<file path="src/rtl/pic_pkg.sv">
package pic_pkg;

    localparam int NUM_BANKS    = 2;
    localparam int DEF_BANK_W   = 32;
    localparam int DEF_ADDR_W   = 12;
    localparam int WINDOW_BASE  = 16;   // first bank starts here
    localparam int STRIDE_SHIFT = 4;    // 16 bytes per bank

    localparam logic [3:0] OFS_EVENT = 4'h0;
    localparam logic [3:0] OFS_MASK  = 4'h4;
    localparam logic [3:0] OFS_ACK   = 4'h8;
    localparam logic [3:0] OFS_LEVEL = 4'hC;

    localparam logic [DEF_BANK_W-1:0] DEF_LVL_CFG_B0 = 32'h0000_0000;
    localparam logic [DEF_BANK_W-1:0] DEF_LVL_CFG_B1 = 32'h1FF0_0000;

    typedef enum logic [2:0] {
        SEL_NONE,
        SEL_EVENT,
        SEL_MASK,
        SEL_ACK,
        SEL_LEVEL
    } pic_sel_e;

    typedef struct packed {
        logic     hit;
        logic     bank;
        pic_sel_e sel;
    } pic_dec_t;

    function automatic pic_sel_e sel_from_offset(input logic [3:0] ofs);
        pic_sel_e s;
        case (ofs)
            OFS_EVENT: s = SEL_EVENT;
            OFS_MASK:  s = SEL_MASK;
            OFS_ACK:   s = SEL_ACK;
            OFS_LEVEL: s = SEL_LEVEL;
            default:   s = SEL_NONE;
        endcase
        return s;
    endfunction

endpackage

</file>
<file path="src/rtl/pic_addr_decode.sv">
module pic_addr_decode
    import pic_pkg::*;
#(
    parameter int ADDR_W = DEF_ADDR_W
) (
    input  logic                 bus_valid,
    input  logic                 bus_write,
    input  logic [ADDR_W-1:0]    bus_addr,
    output pic_dec_t             dec,
    output logic                 rd_en,
    output logic [NUM_BANKS-1:0] mask_we,
    output logic [NUM_BANKS-1:0] ack_we
);

    logic [ADDR_W-1:0] rel;
    logic [ADDR_W-1:0] idx;

    always_comb begin
        rel       = bus_addr - ADDR_W'(WINDOW_BASE);
        idx       = rel >> STRIDE_SHIFT;
        dec.hit   = (idx < ADDR_W'(NUM_BANKS));
        dec.bank  = idx[0];
        dec.sel   = sel_from_offset(bus_addr[3:0]);
        rd_en     = bus_valid && !bus_write;
    end

    for (genvar b = 0; b < NUM_BANKS; b++) begin : g_we
        always_comb begin
            mask_we[b] = bus_valid && bus_write && dec.hit &&
                         (dec.bank == b[0]) && (dec.sel == SEL_MASK);
            ack_we[b]  = bus_valid && bus_write && dec.hit &&
                         (dec.bank == b[0]) && (dec.sel == SEL_ACK);
        end
    end

endmodule

</file>
<file path="src/rtl/pic_bank.sv">
module pic_bank
    import pic_pkg::*;
#(
    parameter int              W       = DEF_BANK_W,
    parameter logic [W-1:0]    LVL_CFG = '0
) (
    input  logic          clk,
    input  logic          rst,
    input  logic [W-1:0]  lines,
    input  logic          mask_we,
    input  logic          ack_we,
    input  logic [W-1:0]  wdata,
    output logic [W-1:0]  events,
    output logic [W-1:0]  mask,
    output logic [W-1:0]  levels,
    output logic          pending
);

    logic [W-1:0] events_q, mask_q, levels_q;
    logic [W-1:0] rise, clr, events_d;

    always_comb begin
        rise     = lines & ~levels_q & ~LVL_CFG;
        clr      = ack_we ? (wdata & ~LVL_CFG) : '0;
        events_d = (events_q & ~clr) | rise;   // new edge beats acknowledge
    end

    always_ff @(posedge clk) begin
        if (rst) begin
            events_q <= '0;
            mask_q   <= '0;
            levels_q <= '0;
        end else begin
            events_q <= events_d;
            levels_q <= lines;
            if (mask_we) mask_q <= wdata;
        end
    end

    always_comb begin
        events  = events_q;
        mask    = mask_q;
        levels  = levels_q;
        pending = |((events_q | (levels_q & LVL_CFG)) & mask_q);
    end

    AST_LVL_NEVER_LATCH: assert property (@(posedge clk) disable iff (rst)
        (events_q & LVL_CFG) == '0) else $error("level bit latched");

    AST_EVENT_STICKY: assert property (@(posedge clk) disable iff (rst)
        !ack_we |=> (($past(events_q) & ~events_q) == '0)) else $error("event lost");

    AST_LEVEL_TRACK: assert property (@(posedge clk) disable iff (rst)
        1'b1 |=> (levels_q == $past(lines))) else $error("level lag");

    AST_MASK_LOAD: assert property (@(posedge clk) disable iff (rst)
        mask_we |=> (mask_q == $past(wdata))) else $error("mask load");

endmodule

</file>
<file path="src/rtl/pic_irq_out.sv">
module pic_irq_out
    import pic_pkg::*;
(
    input  logic                 clk,
    input  logic                 rst,
    input  logic [NUM_BANKS-1:0] pend,
    output logic                 irq
);

    logic irq_q;

    always_ff @(posedge clk) begin
        if (rst) irq_q <= 1'b0;
        else     irq_q <= |pend;
    end

    assign irq = irq_q;

    AST_IRQ_LAG: assert property (@(posedge clk) disable iff (rst)
        1'b1 |=> (irq_q == $past(|pend))) else $error("irq lag");

endmodule

</file>
<file path="src/rtl/dual_bank_intc.sv">
module dual_bank_intc
    import pic_pkg::*;
#(
    parameter int                 BANK_W     = DEF_BANK_W,
    parameter int                 ADDR_W     = DEF_ADDR_W,
    parameter logic [BANK_W-1:0]  LVL_CFG_B0 = DEF_LVL_CFG_B0,
    parameter logic [BANK_W-1:0]  LVL_CFG_B1 = DEF_LVL_CFG_B1
) (
    input  logic                          clk,
    input  logic                          rst,
    input  logic [NUM_BANKS*BANK_W-1:0]   irq_lines,
    input  logic                          bus_valid,
    input  logic                          bus_write,
    input  logic [ADDR_W-1:0]             bus_addr,
    input  logic [BANK_W-1:0]             bus_wdata,
    output logic [BANK_W-1:0]             bus_rdata,
    output logic                          irq_out
);

    localparam int WIN_END = WINDOW_BASE + (NUM_BANKS << STRIDE_SHIFT);

    pic_dec_t             dec;
    logic                 rd_en;
    logic [NUM_BANKS-1:0] mask_we, ack_we, pend;
    logic [BANK_W-1:0]    ev_arr  [NUM_BANKS];
    logic [BANK_W-1:0]    msk_arr [NUM_BANKS];
    logic [BANK_W-1:0]    lvl_arr [NUM_BANKS];
    logic [BANK_W-1:0]    rd_val, rdata_q;

    pic_addr_decode #(.ADDR_W(ADDR_W)) u_dec (
        .bus_valid (bus_valid),
        .bus_write (bus_write),
        .bus_addr  (bus_addr),
        .dec       (dec),
        .rd_en     (rd_en),
        .mask_we   (mask_we),
        .ack_we    (ack_we)
    );

    // Bank b takes the line group counted from the top: low lines land in the last bank.
    for (genvar b = 0; b < NUM_BANKS; b++) begin : g_bank
        localparam logic [BANK_W-1:0] CFG = (b == 0) ? LVL_CFG_B0 : LVL_CFG_B1;
        pic_bank #(.W(BANK_W), .LVL_CFG(CFG)) u_bank (
            .clk     (clk),
            .rst     (rst),
            .lines   (irq_lines[(NUM_BANKS-1-b)*BANK_W +: BANK_W]),
            .mask_we (mask_we[b]),
            .ack_we  (ack_we[b]),
            .wdata   (bus_wdata),
            .events  (ev_arr[b]),
            .mask    (msk_arr[b]),
            .levels  (lvl_arr[b]),
            .pending (pend[b])
        );
    end

    always_comb begin
        rd_val = '0;
        if (dec.hit) begin
            case (dec.sel)
                SEL_EVENT: rd_val = ev_arr[dec.bank];
                SEL_MASK:  rd_val = msk_arr[dec.bank];
                SEL_LEVEL: rd_val = lvl_arr[dec.bank];
                default:   rd_val = '0;
            endcase
        end
    end

    always_ff @(posedge clk) begin
        if (rst)        rdata_q <= '0;
        else if (rd_en) rdata_q <= rd_val;
    end

    assign bus_rdata = rdata_q;

    pic_irq_out u_irq (
        .clk  (clk),
        .rst  (rst),
        .pend (pend),
        .irq  (irq_out)
    );

    AST_NO_STRAY_WRITE: assert property (@(posedge clk) disable iff (rst)
        (bus_valid && bus_write &&
         ((bus_addr < ADDR_W'(WINDOW_BASE)) || (bus_addr >= ADDR_W'(WIN_END))))
        |-> (mask_we == '0 && ack_we == '0)) else $error("stray write");

    AST_RDATA_HOLD: assert property (@(posedge clk) disable iff (rst)
        !(bus_valid && !bus_write) |=> $stable(bus_rdata)) else $error("rdata moved");

    AST_ACK_ONEHOT: assert property (@(posedge clk) disable iff (rst)
        $onehot0(ack_we | mask_we)) else $error("multi bank write");

endmodule

</file>
<file path="config.mk">
export PLATFORM = sky130hd
export DESIGN_NAME = dual_bank_intc
export DESIGN_NICKNAME = d
export VERILOG_FILES = /design/src/rtl/pic_pkg.sv /design/src/rtl/pic_addr_decode.sv /design/src/rtl/pic_bank.sv /design/src/rtl/pic_irq_out.sv /design/src/rtl/dual_bank_intc.sv
export SDC_FILE = /design/constraint.sdc
export NUM_CORES = 1
export LEC_CHECK = 0
export ABC_AREA = 1
export BUFFER_PORTS_ARGS = -buffer_cell sky130_fd_sc_hd__buf_2
export CORE_MARGIN = 5
export CORE_UTILIZATION = 58
export DETAILED_ROUTE_END_ITERATION = 7
export PLACE_DENSITY = 0.8
export SLEW_MARGIN = 10
export SYNTH_ARGS = -nofsm -noshare
export SYNTH_HDL_FRONTEND = slang
export SYNTH_SLANG_ARGS = --single-unit
export TNS_END_PERCENT = 10
</file>
<file path="constraint.sdc">
create_clock -name clk -period 3 [get_ports clk]
set_input_delay 0.3 -clock clk [delete_from_list [all_inputs] [get_ports clk]]
set_output_delay 0.3 -clock clk [all_outputs]
set_load 0.005 [all_outputs]
</file>
==> impl_summary.md <==
Status
The run finished with clean final reports.

Drt
In this run, the number of DRC markers left after iteration 0 of detailed routing was around 920. The wire length reported by the detailed router is approximately 28 mm. The total via count in the routed design is ~11,000. Dividing the detail-routed via count by the number of cells gives roughly 5.

The iteration count of the initial detailed-routing pass is 6. The routed wirelength normalized by instance count is 13.1 microns. The number of nets with antenna violations after detailed routing is 0. In the routed design, unresolved DRC markers number 0.

Worst setup path
The required time of the critical path is about 3.4 ns. The data arrival time of the worst path is ~2.6 ns. In this run the worst path has a maximum fanout of just under 100. The launching element type of the critical path is a primary input. The endpoint type of the worst setup path is a register.

The critical path is of the primary input to register type.

Placed design
Detailed placement finished with a half-perimeter wire length of around 18 mm. The routability congestion estimate is a little under 0.9. The number of buffers inserted by port buffering is 144.

Global route
After global routing the overflow that remains totals 0. The first global-routing pass estimated 47.0 mm of wire. The maximum number of pins on one net before global-route repair is around 240.

The overall routing resource usage is about 26%. The number of antenna violations at the first check in global routing came to 0. The via count of the first global-routing pass is between 9,000 and 10,000.

Die
The die boundary width is approximately 150 microns. The vertical die dimension is 147 microns. The initial standard-cell utilization of the core is 58.4%. The floorplan step defined a core boundary enclosing ~19,000 sq um. The area of the die is about 21,000 sq um. The I/O pin count is 145.

The initialized floorplan defines 50 standard-cell rows.

Clock network
Once the clock tree was built, the setup fixing pass inserted 0 buffers. In this run the deepest clock path goes through 3 buffers. The total clock sinks is 216. The CTS tree is built. TritonCTS created 24 clock buffers. The register clock-pin slew on the reported worst setup and hold paths is roughly 0.060 ns. Clock tree synthesis selected as its root buffer the cell clkbuf_16.

In this run the number of H-tree levels came out at 1. At the later pin of the worst-skew pair, clock insertion delay measures between 0.5 and 0.6 ns.

Synth
In this run, synthesis produced a sequential element count of about 220. The post-synthesis cell area is between 10,000 and 15,000 sq um. Dividing the synthesized area by the synthesized cell count gives between 6 and 7 sq um. The number of nets handed over by synthesis was 1,896.

The number of distinct library cells after synthesis is 17. The gate count of the mapped netlist is between 1,500 and 2,000. The share of the Yosys chip area taken by registers is 40.0%.

The number of warnings reported in the yosys synthesis log is 0.

Final layout
The final-layout fill cell count is about 1,600. The growth of design area from synthesis to finish is 19.3%. At the end of the flow, the number of nets in the layout was roughly 2,000. Cells with a size suffix above 1 make up around 11% of the layout.

Hold path
The min-delay analysis places its worst path in the category primary input to register.

Pwr
For this design the static power due to leakage is 6.37 nW. The worst-case IR drop observed on VDD is roughly 440 uV. The total power per unit cell area is between 500 and 600 nW/um^2.

STA
The actual slew at the worst max-slew pin is roughly 0.9 ns. The part of the cycle the worst path needs is between 70% and 80%. The total negative slack for setup checks is 0 ns. Setup repair after global routing left no endpoint under its margin. On the final layout, the worst clock skew is around 0.011 ns.

The final hold slack is about 0.0082 ns. The final setup violation count is 0. After layout, the minimum clock period comes to 2.12 ns. The relative slew slack is around two fifths. The number of hold violations in the final report came to 0. Based on the critical path, the design can be clocked at up to 0.472 GHz. The number of max-slew violations in the final report was 0.

Run
Across the run, the number of max-cap violations was 0.
==> power breakdown <==
part / internal [mW] / leakage (nW) / switching (mW)
clock network: 1.91 / 0.424 / 1.19
registers: 2.99 / 1.78 / 0.0574
logic: 0.215 / 4.17 / 0.381
==> final timing paths <==
check	startpoint	to	slack, ns	cells after the start
setup / recovery	bus_addr[4]	g_bank[0].u_bank.mask[4]$_SDFFE_PP0P_	0.88	15
hold / removal	irq_lines[6]	g_bank[1].u_bank.levels[6]$_SDFF_PP0_	0.008	3
hold reg to reg	bus_rdata[4]$_SDFFE_PP0P_	bus_rdata[4]$_SDFFE_PP0P_	0.46	2
setup reg to reg	g_bank[1].u_bank.events[14]$_SDFF_PP0_	u_irq.irq$_SDFF_PP0_	1.72	8
==> layout by cell type (no fill, tap or decap), types with 18 or more instances in the layout <==
master / count
nand2_1: 588
inv_1: 343
dfxtp_1: 216
nor2_1: 210
buf_2: 142
nand4_1: 119
o21ai_0: 117
nand3_1: 45
dlygate4sd3_1: 42
a21oi_1: 32
clkbuf_16: 25
buf_4: 18
==> sequential cells by signal, indices dropped and copies added (netlist names) <==
signal / cells
u_irq.irq: 1
g_bank.u_bank.mask: 64
g_bank.u_bank.levels: 64
bus_rdata: 32
g_bank.u_bank.events: 55
==> cells by family (layout without fill, tap and decap cells) <==
family                     after synthesis  count (layout)  share of synthesized area (%)
buffers and inverters                  448             595                           15.9
adders and majority gates                1               1                          0.116
and+or+nand+nor                        969             969                           37.1
other                                    0               1                              0
AOI/OAI and AO/OA                      149             149                           6.90
DFF                                    216             216                           40.0
==> Yosys cell counts <==
library cell | count | area share [%]
a21oi_1 | 32 | 1.5
buf_1 | 19 | 0.66
buf_2 | 29 | 1.3
clkbuf_1 | 55 | 1.9
dfxtp_1 | 216 | 40
ha_1 | 1 | 0.12
inv_1 | 343 | 12
inv_2 | 2 | 0.069
nand2_1 | 588 | 20
nand3_1 | 45 | 2.1
nand4_1 | 119 | 6.9
nor2_1 | 213 | 7.4
nor3_1 | 1 | 0.046
nor3_2 | 1 | 0.093
nor3_4 | 1 | 0.15
o21ai_0 | 117 | 5.4
or2_1 | 1 | 0.058
==> metrics by stage <==
stage                     setup WS [ns]  std cells  power, mW  util [%]  area, sq um
after floorplan                   0.570       1783       3.45         -        10800
after global placement            0.611       2078       3.64      62.8        11600
after detailed placement          0.447       2078       3.65      62.8        11600
after CTS                         0.951       2164       6.77      69.7        12900
after global routing              0.779       2164       7.01      69.7        12900
final                             0.881       2165       6.74      69.7        12900
==> what timing repair did <==
action                    in CTS  in global routing
gates resized for setup        0                  0
hold buffers                  42                  0
hold endpoints to repair      42                  0
==> critical path: stages <==
cell	delay, ns
buf_6	0.11
inv_2	0.21
ha_1	0.22
inv_1	0.05
nand2_1	0.06
nand2_1	0.05
nand2_1	0.05
nand3_1	0.21
nor2_4	0.19
buf_12	0.33
nand3_1	0.18
buf_4	0.26
nand2_1	0.08
inv_1	0.04
nor2_1	0.11
==> final cells by class <==
type	count	area (sq um)	area share, %
antenna	1	2.50	0.0194
clock buffer	37	761	5.90
clock inverter	7	88.8	0.689
inverter	345	1290	10.0
multi-input combinational	1119	4800	37.2
sequential	216	4320	33.5
tap	234	293	2.27
timing repair buffer	206	1340	10.4
==> layer usage <==
metal  part of all wire, %  GRT usage [%]
met1                    45           34.8
met2                    46           42.0
met3                   6.3           3.63
met4                   3.3           9.31
met5                     0              0
Power figures use the tool's default switching activity.
